===== config.mk =====
export PLATFORM = sky130hd
export DESIGN_NAME = disc_rd_channel
export DESIGN_NICKNAME = d
export VERILOG_FILES = /design/src/rtl/disc_rd_pkg.sv /design/src/rtl/rd_deser.sv /design/src/rtl/rd_parity.sv /design/src/rtl/rd_ctrl.sv /design/src/rtl/disc_rd_channel.sv
export SDC_FILE = /design/constraint.sdc
export NUM_CORES = 1
export LEC_CHECK = 0
export BUFFER_PORTS_ARGS = -buffer_cell sky130_fd_sc_hd__buf_2
export CAP_MARGIN = 20
export CORE_MARGIN = 2
export CORE_UTILIZATION = 36
export CTS_CLUSTER_DIAMETER = 100
export DETAILED_ROUTE_END_ITERATION = 6
export GPL_TIMING_DRIVEN = 0
export PLACE_DENSITY = 0.64
export SYNTH_ARGS = -nofsm -noshare
export SYNTH_HDL_FRONTEND = slang
export SYNTH_HIERARCHICAL = 1
export SYNTH_SLANG_ARGS = --single-unit

===== constraint.sdc =====
create_clock -name clk -period 2.47 [get_ports clk]
set_clock_uncertainty 0.1 [all_clocks]
set_input_delay 0.741 -clock clk [delete_from_list [all_inputs] [get_ports clk]]
set_output_delay 0.741 -clock clk [all_outputs]
set_load 0.01 [all_outputs]

===== src/rtl/disc_rd_pkg.sv =====
package disc_rd_pkg;
  localparam int unsigned WORD_W = 16;

  // Next state of the read-parity tracker: flips on every zero bit
  function automatic logic par_step(input logic par_q, input logic bit_in);
    return par_q ^ ~bit_in;
  endfunction

  // Frame is bad when the tracker ends high after the last bit
  function automatic logic frame_bad(input logic par_q, input logic last_bit);
    return par_step(par_q, last_bit);
  endfunction
endpackage


===== src/rtl/rd_deser.sv =====
module rd_deser #(
  parameter int unsigned DW = 16
) (
  input  logic          clk,
  input  logic          por_n,
  input  logic          en,
  input  logic          restart,
  input  logic          bit_in,
  output logic [DW-1:0] word_q,
  output logic          word_done
);
  localparam int unsigned FW = DW + 1;
  localparam int unsigned CW = $clog2(FW);

  logic [CW-1:0] cnt_q;
  logic [DW-1:0] sr_q;
  logic          last_bit;
  logic          data_bit;

  assign last_bit  = (cnt_q == CW'(FW - 1));
  assign data_bit  = (cnt_q < CW'(DW));
  assign word_done = en && last_bit;

  always_ff @(posedge clk or negedge por_n) begin
    if (!por_n) begin
      cnt_q  <= '0;
      sr_q   <= '0;
      word_q <= '0;
    end else if (restart) begin
      cnt_q <= '0;
    end else if (en) begin
      if (last_bit) begin
        cnt_q  <= '0;
        word_q <= sr_q;
      end else begin
        cnt_q <= cnt_q + CW'(1);
      end
      if (data_bit) sr_q <= {bit_in, sr_q[DW-1:1]};
    end
  end

  a_r2_word_hold: assert property (@(posedge clk) disable iff (!por_n)
    !word_done |=> $stable(word_q));
  a_r11_restart_count: assert property (@(posedge clk) disable iff (!por_n)
    restart |=> (cnt_q == '0));
endmodule


===== src/rtl/rd_parity.sv =====
module rd_parity
  import disc_rd_pkg::*;
(
  input  logic clk,
  input  logic por_n,
  input  logic start,
  input  logic en,
  input  logic bit_in,
  input  logic word_done,
  output logic par_err
);
  logic par_q;

  always_ff @(posedge clk or negedge por_n) begin
    if (!por_n) begin
      par_q   <= 1'b0;
      par_err <= 1'b0;
    end else if (start) begin
      par_q   <= 1'b0;
      par_err <= 1'b0;
    end else if (en) begin
      par_q <= par_step(par_q, bit_in);
      if (word_done && frame_bad(par_q, bit_in)) par_err <= 1'b1;
    end
  end

  a_r4_start_clears: assert property (@(posedge clk) disable iff (!por_n)
    start |=> (!par_q && !par_err));
  a_r5_err_sticky: assert property (@(posedge clk) disable iff (!por_n)
    (par_err && !start) |=> par_err);
endmodule


===== src/rtl/rd_ctrl.sv =====
module rd_ctrl (
  input  logic clk,
  input  logic por_n,
  input  logic ctl_set,
  input  logic ctl_clr,
  input  logic sector_end,
  input  logic flag_clr,
  input  logic word_done,
  output logic active,
  output logic svc_flag,
  output logic overrun
);
  logic ctl_q;
  logic overrun_evt;

  assign overrun_evt = word_done && svc_flag && !flag_clr;

  always_ff @(posedge clk or negedge por_n) begin
    if (!por_n) begin
      ctl_q    <= 1'b0;
      active   <= 1'b0;
      svc_flag <= 1'b0;
      overrun  <= 1'b0;
    end else begin
      if (ctl_set)      ctl_q <= 1'b1;
      else if (ctl_clr) ctl_q <= 1'b0;

      if (ctl_set)                   active <= 1'b1;
      else if (sector_end && !ctl_q) active <= 1'b0;

      if (word_done)     svc_flag <= 1'b1;
      else if (flag_clr) svc_flag <= 1'b0;

      if (ctl_set)          overrun <= 1'b0;
      else if (overrun_evt) overrun <= 1'b1;
    end
  end

  a_r3_flag_rises: assert property (@(posedge clk) disable iff (!por_n)
    word_done |=> svc_flag);
  a_r9_overrun: assert property (@(posedge clk) disable iff (!por_n)
    overrun_evt |=> overrun);
  a_r8_stop_at_sector: assert property (@(posedge clk) disable iff (!por_n)
    (sector_end && !ctl_q && !ctl_set) |=> !active);
endmodule


===== src/rtl/disc_rd_channel.sv =====
module disc_rd_channel
  import disc_rd_pkg::*;
#(
  parameter int unsigned DW = WORD_W
) (
  input  logic          clk,
  input  logic          por_n,
  input  logic          ser_bit,
  input  logic          ser_vld,
  input  logic          ctl_set,
  input  logic          ctl_clr,
  input  logic          flag_clr,
  input  logic          sector_end,
  output logic [DW-1:0] rd_word,
  output logic          svc_flag,
  output logic          par_err,
  output logic          overrun,
  output logic          rd_active
);
  logic bit_take;
  logic restart;
  logic word_done;

  assign restart  = ctl_set || sector_end;
  assign bit_take = rd_active && ser_vld && !restart;

  rd_deser #(.DW(DW)) u_deser (
    .clk(clk), .por_n(por_n), .en(bit_take), .restart(restart),
    .bit_in(ser_bit), .word_q(rd_word), .word_done(word_done)
  );

  rd_parity u_par (
    .clk(clk), .por_n(por_n), .start(ctl_set), .en(bit_take),
    .bit_in(ser_bit), .word_done(word_done), .par_err(par_err)
  );

  rd_ctrl u_ctrl (
    .clk(clk), .por_n(por_n), .ctl_set(ctl_set), .ctl_clr(ctl_clr),
    .sector_end(sector_end), .flag_clr(flag_clr), .word_done(word_done),
    .active(rd_active), .svc_flag(svc_flag), .overrun(overrun)
  );

  a_r7_idle_no_word: assert property (@(posedge clk) disable iff (!por_n)
    (!rd_active && !ctl_set) |=> $stable(rd_word));
endmodule


==> summary.md, run 1 <==
| Metric | Value |
|---|---|
| Status | `finished, final reports clean` |
| Leakage dissipation | `1.11 nW` |
| Overall die area | `5550 µm²` |
| Mean cell area of the mapped netlist | `14.2 µm²` |
| Yosys warning total | `6` |
| Layout net count | `170` |
| Maximum level of the CTS H-tree | `2` |
| Dominant register cell in the synthesized netlist | `dfrtp_1` |
| Placeable core region | `4750 µm²` |
| End of the critical path | `u_deser/sr_q[0]` |
| Sum of routed wire length over all layers | `~2800 µm` |
| Leading post-synthesis cells by cell area | `dfrtp_1 60%, mux2_2 14%, mux2_4 8.4%, nand2_1 1.5%, ha_1 1.4%` |
| Via density per instance | `between 4 and 5` |
| Post-Synthesis Net Count | `around 140` |
| Area leader, netlist | `dfrtp_1` |
| Synth async-reset ratio | `1.00` |
| Top Ports | `28` |
| Total number of vias | `between 1,000 and 1,500` |
| Max-slew headroom | `0.397` |
| Complex-gate fraction of the synthesized area | `0.0343` |
| Worst Path Arrival | `around 2400 ps` |
| Number of clock sinks | `43` |
| Met1 global-route usage | `0.131` |
| Cell Pwr Density | `slightly below 600 nW/µm²` |
| Remaining antenna violation count after routing | `0` |
| Req. time, crit path | `2540 ps` |
| Final RePlAce weighted congestion | `between 0.7 and 0.8` |
| Antenna violations before repair | `0` |
| Most common cell after layout, fill and taps aside | `dfrtp_1` |
| Worst hold slack | `395 ps` |
| Combined area of the multi-input logic cells | `662 µm²` |
| Initial DRT Pass Iterations | `4` |
| GR met3 Demand/Resource | `0.0379` |
| Worst-case setup margin in the final layout | `180 ps` |
| Dominant combinational cell family by area after synthesis | `multiplexers` |
| Sequential cell area in the final layout | `1080 µm²` |
| Met2 usage in global routing | `0.190` |
| Part of the power in the clock network | `0.358` |
| Proportion of synthesized area in mux cells | `0.222` |
| Pins Over Slew Limit | `0` |
| Net switching power | `approximately 0.00025 W` |
| Post-layout instance area | `2100 µm²` |
| Number of input and output port buffers inserted | `27` |
| TritonCTS buffer count | `5` |
| Final global-route overflow total | `0` |
| Number of global-route vias before repair | `1,047` |
| Number of buffers inserted by post-CTS setup repair | `0` |
| Pre-CTS setup slack | `-299 ps` |
| Number of placed instances with taps included | `220` |
| Sequential element share of the synthesized area | `0.601` |
| Count of distinct cell types in the synthesized netlist | `26` |
| Minimum clock period | `2290 ps` |
| Final Util | `0.441` |
| Fillers | `440` |
| Flip-flop and latch count after synthesis | `43` |
| Root Buffer Master | `clkbuf_8` |
| Final critical-path share of the clock period | `0.927` |
| Number of placement rows | `25` |
| Die Span Y | `74.5 µm` |
| Logic pwr share | `0.041` |
| Origin of the critical flop-to-flop path | `u_ctrl/active` |
| Share of the synthesized area in the top cell type | `0.601` |
| Setup Crit Path Kind | `primary input to flop` |
| Initial DRC count | `33` |
| Share of layout cells above drive strength 1 | `0.456` |
| Floorplan die width | `~75 µm` |
| Largest net degree at the start of global routing | `44` |
| Relative contribution of sequential cells to total power | `0.601` |
| Peak-usage layer in the global routing report | `met2` |
| Per-cell routed wire length | `12.2 µm` |
| Switching share of power | `0.209` |
| Sort of element at the end of the critical path | `flop` |
| # DRC | `0` |
| Nature of the critical path startpoint | `primary input` |
| Worst-case vdd ir drop | `roughly 0.33 mV` |
| CTS Buffer Depth | `2` |
| Adder-cell share of the synthesized area | `0.0140` |
| Hold crit path type | `flop to flop` |
| Fin cells | `roughly 230` |
| Growth of design area from synthesis to finish | `17.3%` |
| Commonest non-fill, non-tap cells in the layout | `43 x dfrtp_1, 28 x buf_2, 22 x mux2_2` |
| First-pass GRT wire length | `4660 µm` |
| Clock slew at the register clock pins of the worst setup and hold paths | `roughly 80 ps` |
| Number of endpoints with negative hold slack in the final report | `0` |
| TritonCTS clock tree | `done` |
| Maximum fanout along the worst path | `10` |
| Post-detailed-placement half-perimeter wirelength | `slightly above 2000 µm` |
| Unrepaired setup endpoints after global routing | `no` |
| Number of cells on the worst reg-to-reg path | `5` |
| FF-to-FF setup slack | `460 ps` |
| Endpoint of the most critical register-to-register path | `u_deser/sr_q[0]` |
| Fmax | `437 MHz` |
| Max-Cap Viols | `0` |
| Effective utilization at floorplan | `0.376` |
| Synth Area in XOR/XNOR | `0.00979` |
| Simple-gate area share of the yosys netlist | `0.0881` |
| Syn Inst Count | `126` |
| Clock latency reported for the late side of the worst-skew pair | `290 ps` |
| Cell internal power dissipation | `0.000959 W` |
| Area after DPL | `2010 µm²` |
| Diode insertion count for antenna repair | `0` |
| Total routing resource utilization after global routing | `0.112` |
| Count of endpoints failing setup in the final report | `0` |
| Mapped Area | `around 1800 µm²` |
| Post-synth EDFFs | `0` |
| Pin slew with the least headroom to its limit | `905 ps` |
| Critical Path Source | `ctl_set` |
-- cell usage after synthesis (2+ instances only) --
cell / count
nand3_1: 4
mux2_2: 22
nor2_1: 4
a21o_1: 3
mux2_4: 10
or3_1: 3
nand2b_1: 2
nand3b_1: 2
nand2_1: 7
a21oi_1: 2
ha_1: 2
o21ai_0: 3
xnor2_1: 2
inv_1: 6
dfrtp_1: 43
-- critical path: stages --
cell and delay [ps]:
buf_2 140, and4bb_2 380, nand2b_1 130, nor2_2 290
buf_2 320, mux2_2 360
-- sequential cells by signal, indices dropped and copies added, names as in the netlist --
register         flops
u_ctrl/active        1
u_ctrl/overrun       1
u_deser/cnt_q        5
u_deser/word_q      16
u_par/par_err        1
u_ctrl/ctl_q         1
u_par/par_q          1
u_ctrl/svc_flag      1
u_deser/sr_q        16
-- repair_timing --
action,in CTS,in global routing
endpoints found under the setup margin,0,10
hold buffers,0,0
gates resized for setup,0,1
-- area by class of cell --
type / count / share of cell area
Buffer: 3 / 0.0149
Inverter: 6 / 0.0107
Timing Repair Buffer: 27 / 0.0644
Tap cell: 67 / 0.0400
Clock inverter: 1 / 0.00239
Sequential cell: 43 / 0.513
Clock buffer: 6 / 0.0394
Multi-Input combinational cell: 74 / 0.315
-- stage by stage --
step	total power [W]	TNS, ps
6_report	0.00121	0
5_1_grt	0.00126	0
4_1_cts	0.00124	0
3_5_place_dp	0.000794	-3620
3_3_place_gp	0.000789	-3180
2_1_floorplan	0.000764	0
-- worst min-delay path by stage --
stage	start	end	slack, ps	depth (start not counted)
floorplan	u_ctrl/ctl_q	u_ctrl/ctl_q	340	1
global placement	u_ctrl/ctl_q	u_ctrl/ctl_q	350	1
detailed placement	u_ctrl/ctl_q	u_ctrl/ctl_q	380	1
CTS	u_ctrl/ctl_q	u_ctrl/ctl_q	400	1
global route	u_ctrl/ctl_q	u_ctrl/ctl_q	420	1
finish	u_ctrl/ctl_q	u_ctrl/ctl_q	390	1
-- power by group through the flow --
stage	combinational, W	sequential [W]	clock [W]
after floorplan	0.0000242	0.000740	0
after global placement	0.0000479	0.000741	0
after detailed placement	0.0000511	0.000743	0
after CTS	0.0000513	0.000730	0.000455
after global routing	0.0000561	0.000732	0.000476
final	0.0000493	0.000729	0.000434
-- logic make-up after synthesis --
logic type / Yosys count
DFF: 43
muxes: 32
and+or+nand+nor: 28
AOI/OAI and AO/OA: 10
buffers and inverters: 9
xor gates and xnor gates: 2
adders and majority gates: 2
-- layer usage --
layer,share of wire,vias up
met2,0.49,29
met3,0.052,6
met4,0.013,0
met5,0,-
met1,0.45,518
li1,-,505
No activity file was read; power rests on OpenSTA's default activity.
==> run 2, diff against run 1 <==
--- a/config.mk
+++ b/config.mk
@@ -7,12 +7,14 @@
 export LEC_CHECK = 0
 export BUFFER_PORTS_ARGS = -buffer_cell sky130_fd_sc_hd__buf_2
 export CAP_MARGIN = 20
+export CELL_PAD_IN_SITES_DETAIL_PLACEMENT = 1
+export CELL_PAD_IN_SITES_GLOBAL_PLACEMENT = 2
 export CORE_MARGIN = 2
 export CORE_UTILIZATION = 36
 export CTS_CLUSTER_DIAMETER = 100
 export DETAILED_ROUTE_END_ITERATION = 6
 export GPL_TIMING_DRIVEN = 0
-export PLACE_DENSITY = 0.64
+export PLACE_DENSITY = 0.82
 export SYNTH_ARGS = -nofsm -noshare
 export SYNTH_HDL_FRONTEND = slang
 export SYNTH_HIERARCHICAL = 1
==> run 2 against run 1 <==
Effect of this change:
- first-iteration DRC count increased by 67%
- core utilization is 0.32 points higher
- cell count unchanged
- critical path depth unchanged
- die area did not move
- clock power grew 18%
- non-clock buffer count is the same
- routed wire length grew 12%
- power grew 6.3%
- largest cell class unchanged
- largest power group unchanged
==> summary.md, run 2 (synthesis gave the netlist of run 1 again) <==
| Metric | Value |
|---|---|
| Nature of the critical path startpoint | `primary input` |
| Buffers & Inverters on Critical Path | `2` |
| Placeable core region | `~4800 µm²` |
| Antenna violations before repair | `0` |
| Req. time, crit path | `2540 ps` |
| Worst-case setup margin in the final layout | `approximately 160 ps` |
| Top Ports | `28` |
| Share of layout cells above drive strength 1 | `0.450` |
| Diode insertion count for antenna repair | `0` |
| Number of clock sinks | `43` |
| Number of input and output port buffers inserted | `27` |
| Status | `finished, final reports clean` |
| Regs by FF count | `u_deser/sr_q x16, u_deser/word_q x16, u_deser/cnt_q x5` |
| Layout net count | `between 150 and 200` |
| Minimum clock period | `2310 ps` |
| Cell internal power dissipation | `between 0.001 and 0.0015 W` |
| Overall die area | `5550 µm²` |
| Effective utilization at floorplan | `0.376` |
| Number of endpoints with negative hold slack in the final report | `0` |
| Via density per instance | `around 4.8` |
| Number of placed instances with taps included | `220` |
| Fin cells | `around 230` |
| Top delay family on crit path | `simple AND/OR/NAND/NOR gates` |
| Setup Crit Path Kind | `primary input to flop` |
| Sum of routed wire length over all layers | `between 3000 and 4000 µm` |
| Pre-CTS setup slack | `-306 ps` |
| Largest net degree at the start of global routing | `44` |
| Pin slew with the least headroom to its limit | `just over 900 ps` |
| Max-slew headroom | `0.387` |
| Leakage dissipation | `1.11 nW` |
| Number of global-route vias before repair | `1,162` |
| Most common cell after layout, fill and taps aside | `dfrtp_1` |
| Per-cell routed wire length | `roughly 14 µm` |
| Total routing resource utilization after global routing | `0.127` |
| Sort of element at the end of the critical path | `flop` |
| Final critical-path share of the clock period | `0.933` |
| Hold buffer count at cts | `0` |
| Relative contribution of sequential cells to total power | `0.565` |
| Pins Over Slew Limit | `0` |
| Number of placement rows | `25` |
| TritonCTS buffer count | `5` |
| Count of endpoints failing setup in the final report | `0` |
| Commonest non-fill, non-tap cells in the layout | `43 x dfrtp_1, 28 x buf_2, 22 x mux2_2` |
| Maximum level of the CTS H-tree | `2` |
| Final RePlAce weighted congestion | `0.721` |
| Total number of vias | `1,092` |
| Standard cell with the maximum stage delay on the critical path | `and4bb_2` |
| Worst Path Arrival | `2370 ps` |
| CTS Buffer Depth | `2` |
| Part of the power in the clock network | `0.397` |
| Fillers | `512` |
| Initial DRT Pass Iterations | `4` |
| Die Span Y | `74.5 µm` |
| Cell Pwr Density | `between 600 and 700 nW/µm²` |
| Hold crit path type | `flop to flop` |
| Switching share of power | `0.197` |
| Floorplan die width | `74.5 µm` |
| Root Buffer Master | `clkbuf_8` |
| Logic pwr share | `0.038` |
| Initial DRC count | `55` |
| Net switching power | `0.000253 W` |
| Maximum fanout along the worst path | `10` |
| Worst hold slack | `380 ps` |
| TritonCTS clock tree | `done` |
| Fmax | `434 MHz` |
| First-pass GRT wire length | `about 5300 µm` |
| Post-detailed-placement half-perimeter wirelength | `2310 µm` |
| Worst-case vdd ir drop | `0.304 mV` |
| Unrepaired setup endpoints after global routing | `no` |
| Max-Cap Viols | `0` |
| Clock latency reported for the late side of the worst-skew pair | `290 ps` |
| Final-layout setup total negative slack | `0 ps` |
| Growth of design area from synthesis to finish | `18.1%` |
| Sequence of cells on the critical path | `buf_2 -> and4bb_2 -> nand2b_1 -> nor2_2 -> buf_2 -> mux2_2` |
| Largest stage delay on the critical path | `380 ps` |
| Cell repeated most along the worst path | `buf_2` |
| Remaining antenna violation count after routing | `0` |
| Final global-route overflow total | `0` |
| Clock slew at the register clock pins of the worst setup and hold paths | `70 ps` |
| # DRC | `0` |
==> run 2: cell count changes in the layout (fill, tap and decap cells not counted) <==
cell       delta
bufinv_16     +1
clkbuf_1      +1
clkbuf_8      -1
clkinv_2      -1
==> run 2: power groups by stage <==
| stage | sequential, W | clock (W) | combinational, W |
|---|---|---|---|
| after floorplan | 0.000740 | 0 | 0.0000242 |
| after global placement | 0.000741 | 0 | 0.0000484 |
| after detailed placement | 0.000742 | 0 | 0.0000514 |
| after CTS | 0.000728 | 0.000530 | 0.0000519 |
| after global routing | 0.000731 | 0.000559 | 0.0000564 |
| final | 0.000728 | 0.000512 | 0.0000496 |
==> run 2: metrics by stage <==
| step | utilization | area (µm²) | power [W] |
|---|---|---|---|
| 2_1_floorplan | - | 1790 | 0.000764 |
| 3_3_place_gp | 0.422 | 2010 | 0.000790 |
| 3_5_place_dp | 0.422 | 2010 | 0.000793 |
| 4_1_cts | 0.444 | 2110 | 0.00131 |
| 5_1_grt | 0.444 | 2110 | 0.00135 |
| 6_report | 0.444 | 2110 | 0.00129 |
==> run 2: worst register-to-register path, stage by stage (launching register included) <==
cell and delay, ps:
dfrtp_1 370, and4bb_2 320, nand2b_1 130, nor2_2 290, buf_2 320, mux2_2 370
==> run 2: final timing paths <==
| check | slack, ps | from | depth (start not counted) | end |
|---|---|---|---|---|
| worst max-delay path | 160 | ctl_set | 6 | u_deser/sr_q[11] |
| worst min-delay path | 380 | u_ctrl/ctl_q | 1 | u_ctrl/ctl_q |
| worst max register to register | 450 | u_ctrl/active | 5 | u_deser/sr_q[11] |
| worst min register to register | 380 | u_ctrl/ctl_q | 1 | u_ctrl/ctl_q |
| max in group asynchronous | 1210 | por_n | 1 | u_deser/sr_q[12] |
| min in group asynchronous | 490 | por_n | 1 | u_deser/word_q[3] |
==> run 2: layout make-up <==
cell class	count	area, µm²	area share
inverters	6	22.5	0.0107
flip-flops and latches	43	1080	0.509
clock buffers	6	72.6	0.0343
plain buffers	3	31.3	0.0148
well taps	67	83.8	0.0397
repair buffers	27	135	0.0639
multi-input cells	74	662	0.313
clock inverters	1	30.0	0.0142
==> run 2: layer usage <==
metal	GRT usage	share of wire
met2	0.231	0.53
met5	0	0
met1	0.144	0.42
met4	0.0417	0.010
met3	0.0366	0.043
==> run 2: timing repair <==
| item | 4_1_cts | 5_1_grt |
|---|---|---|
| buffers inserted | 0 | 0 |
| setup endpoints to repair | 10 | 0 |
| gates resized for setup | 1 | 0 |
==> run 3, diff against run 2 <==
==> constraint.sdc (replaced) <==
create_clock -name clk -period 2.76 [get_ports clk]
set_clock_uncertainty 0.1 [all_clocks]
set_input_delay 0.828 -clock clk [delete_from_list [all_inputs] [get_ports clk]]
set_output_delay 0.828 -clock clk [all_outputs]
set_load 0.01 [all_outputs]
==> run 3 against run 2 <==
Effect of this change:
- non-clock buffer count stayed put
- sequential share of layout area is 0.061 points higher
- setup slack better by 51 ps
- critical path depth unchanged
- critical path type unchanged
- highest routed layer unchanged
==> summary.md, run 3 (synthesis gave the netlist of run 1 again) <==
| Metric | Value |
|---|---|
| Status | `finished, final reports clean` |
| WL met3 | `135 µm` |
| # DRC | `0` |
| Total number of vias | `around 1,100` |
| Switching share of power | `0.196` |
| Remaining antenna violation count after routing | `0` |
| Floorplan die width | `74.5 µm` |
| TritonCTS clock tree | `done` |
| Area after DPL | `between 2000 and 2500 µm²` |
| Antenna violations before repair | `0` |
| Unrepaired setup endpoints after global routing | `no` |
| Fmax | `393 MHz` |
| Setup Crit Path Kind | `primary input to flop` |
| Standard cell with the maximum stage delay on the critical path | `nor2_1` |
| Per-cell routed wire length | `about 14 µm` |
| Regs by FF count | `u_deser/sr_q x16, u_deser/word_q x16, u_deser/cnt_q x5` |
| Placeable core region | `4750 µm²` |
| FF-to-FF setup slack | `590 ps` |
| Most common cell after layout, fill and taps aside | `dfrtp_1` |
| Overall die area | `about 5600 µm²` |
| Leakage dissipation | `roughly 1.1 nW` |
| Sequence of cells on the critical path | `buf_2 -> and4bb_2 -> nand2b_1 -> nor2_1 -> buf_2 -> mux2_2` |
| Largest stage delay on the critical path | `430 ps` |
| Pin slew with the least headroom to its limit | `918 ps` |
| Commonest non-fill, non-tap cells in the layout | `43 x dfrtp_1, 28 x buf_2, 22 x mux2_2` |
| Cell Pwr Density | `547 nW/µm²` |
| Cell internal power dissipation | `around 0.00093 W` |
| Sum of routed wire length over all layers | `3110 µm` |
| Total Power Consumption | `roughly 0.0012 W` |
| Worst hold slack | `380 ps` |
| Clock slew at the register clock pins of the worst setup and hold paths | `around 70 ps` |
| Clock latency reported for the late side of the worst-skew pair | `290 ps` |
| Layout net count | `170` |
| Total routing resource utilization after global routing | `0.127` |
| Final RePlAce weighted congestion | `0.721` |
| Logic pwr share | `0.038` |
| Number of global-route vias before repair | `about 1,200` |
| Root Buffer Master | `clkbuf_8` |
| Number of placement rows | `25` |
| Hold buffer count at cts | `0` |
| Number of stages on the worst hold path | `1` |
| Count of endpoints failing setup in the final report | `0` |
| Net switching power | `0.000226 W` |
| Part of the power in the clock network | `0.397` |
| Number of cells on the worst reg-to-reg path | `5` |
| Share of layout cells above drive strength 1 | `0.444` |
| Effective utilization at floorplan | `0.376` |
| Pins Over Slew Limit | `0` |
| Post-layout instance area | `approximately 2100 µm²` |
| Sort of element at the end of the critical path | `flop` |
| Post-detailed-placement half-perimeter wirelength | `between 2000 and 2500 µm` |
| Post-Route M1 WL | `1290 µm` |
| Top layer in use | `met4` |
| Initial DRC count | `55` |
| Routed met2 length | `1650 µm` |
| Resize count post-CTS | `0` |
| Via density per instance | `4.79` |
| Relative contribution of sequential cells to total power | `0.565` |
| Die Span Y | `74.5 µm` |
| Minimum clock period | `approximately 2500 ps` |
| CTS Buffer Depth | `2` |
| Max-Cap Viols | `0` |
| Top Ports | `28` |
| Worst Path Arrival | `2610 ps` |
| Final global-route overflow total | `0` |
| Nature of the critical path startpoint | `primary input` |
| Cell repeated most along the worst path | `buf_2` |
| Initial DRT Pass Iterations | `4` |
| Maximum level of the CTS H-tree | `2` |
| Final critical-path share of the clock period | `0.922` |
| Req. time, crit path | `2830 ps` |
| Diode insertion count for antenna repair | `0` |
| Number of endpoints with negative hold slack in the final report | `0` |
| Number of clock sinks | `43` |
| Maximum fanout along the worst path | `10` |
| Max-slew headroom | `0.388` |
| TritonCTS buffer count | `5` |
| Growth of design area from synthesis to finish | `18.0%` |
| Hold crit path type | `flop to flop` |
| Largest net degree at the start of global routing | `44` |
| Number of buffers inserted by post-CTS setup repair | `0` |
| First-pass GRT wire length | `5310 µm` |
| Number of input and output port buffers inserted | `27` |
| Worst-case vdd ir drop | `0.272 mV` |
[run 3: final cells by class]
| cell class | count | area [µm²] |
|---|---|---|
| Fill cell | 513 | 2640 |
| Inverter | 6 | 22.5 |
| Tap cell | 67 | 83.8 |
| Clock inverter | 1 | 30.0 |
| Clock buffer | 6 | 72.6 |
| Buffer | 3 | 31.3 |
| Multi-Input combinational cell | 74 | 659 |
| Timing Repair Buffer | 27 | 135 |
| Sequential cell | 43 | 1080 |
[run 3: critical path, delay by kind of cell]
kind / cells / cell delay, ps
buffers and inverters: 2 / 490
muxes: 1 / 370
and+or+nand+nor: 3 / 930
[run 3: layer usage]
metal  vias to the layer above  GRT usage
met5                         -          0
met4                         0     0.0417
met3                         5     0.0366
met2                        27      0.231
met1                       553      0.144
li1                        502          -
[run 3: power by group through the flow]
| stage | clock network (W) | logic [W] | registers, W |
|---|---|---|---|
| after floorplan | 0 | 0.0000216 | 0.000662 |
| after global placement | 0 | 0.0000433 | 0.000664 |
| after detailed placement | 0 | 0.0000460 | 0.000664 |
| after CTS | 0.000475 | 0.0000464 | 0.000652 |
| after global routing | 0.000500 | 0.0000505 | 0.000655 |
| final | 0.000457 | 0.0000443 | 0.000652 |
[run 3: final timing paths]
kind,startpoint,endpoint
setup / recovery,ctl_set,u_deser/sr_q[11]
hold / removal,u_ctrl/ctl_q,u_ctrl/ctl_q
setup reg to reg,u_ctrl/active,u_deser/sr_q[11]
hold reg to reg,u_ctrl/ctl_q,u_ctrl/ctl_q
max in group asynchronous,por_n,u_deser/sr_q[12]
min in group asynchronous,por_n,u_deser/word_q[3]
[run 3: metrics by stage]
| stage | setup WS, ps | utilization | instances | TNS (ps) |
|---|---|---|---|---|
| 6_report | 216 | 0.444 | 227 | 0 |
| 5_1_grt | 63.5 | 0.444 | 227 | 0 |
| 4_1_cts | 172 | 0.444 | 227 | 0 |
| 3_5_place_dp | -103 | 0.422 | 220 | -923 |
| 3_3_place_gp | -52.4 | 0.422 | 220 | -509 |
| 2_1_floorplan | 338 | - | 126 | 0 |
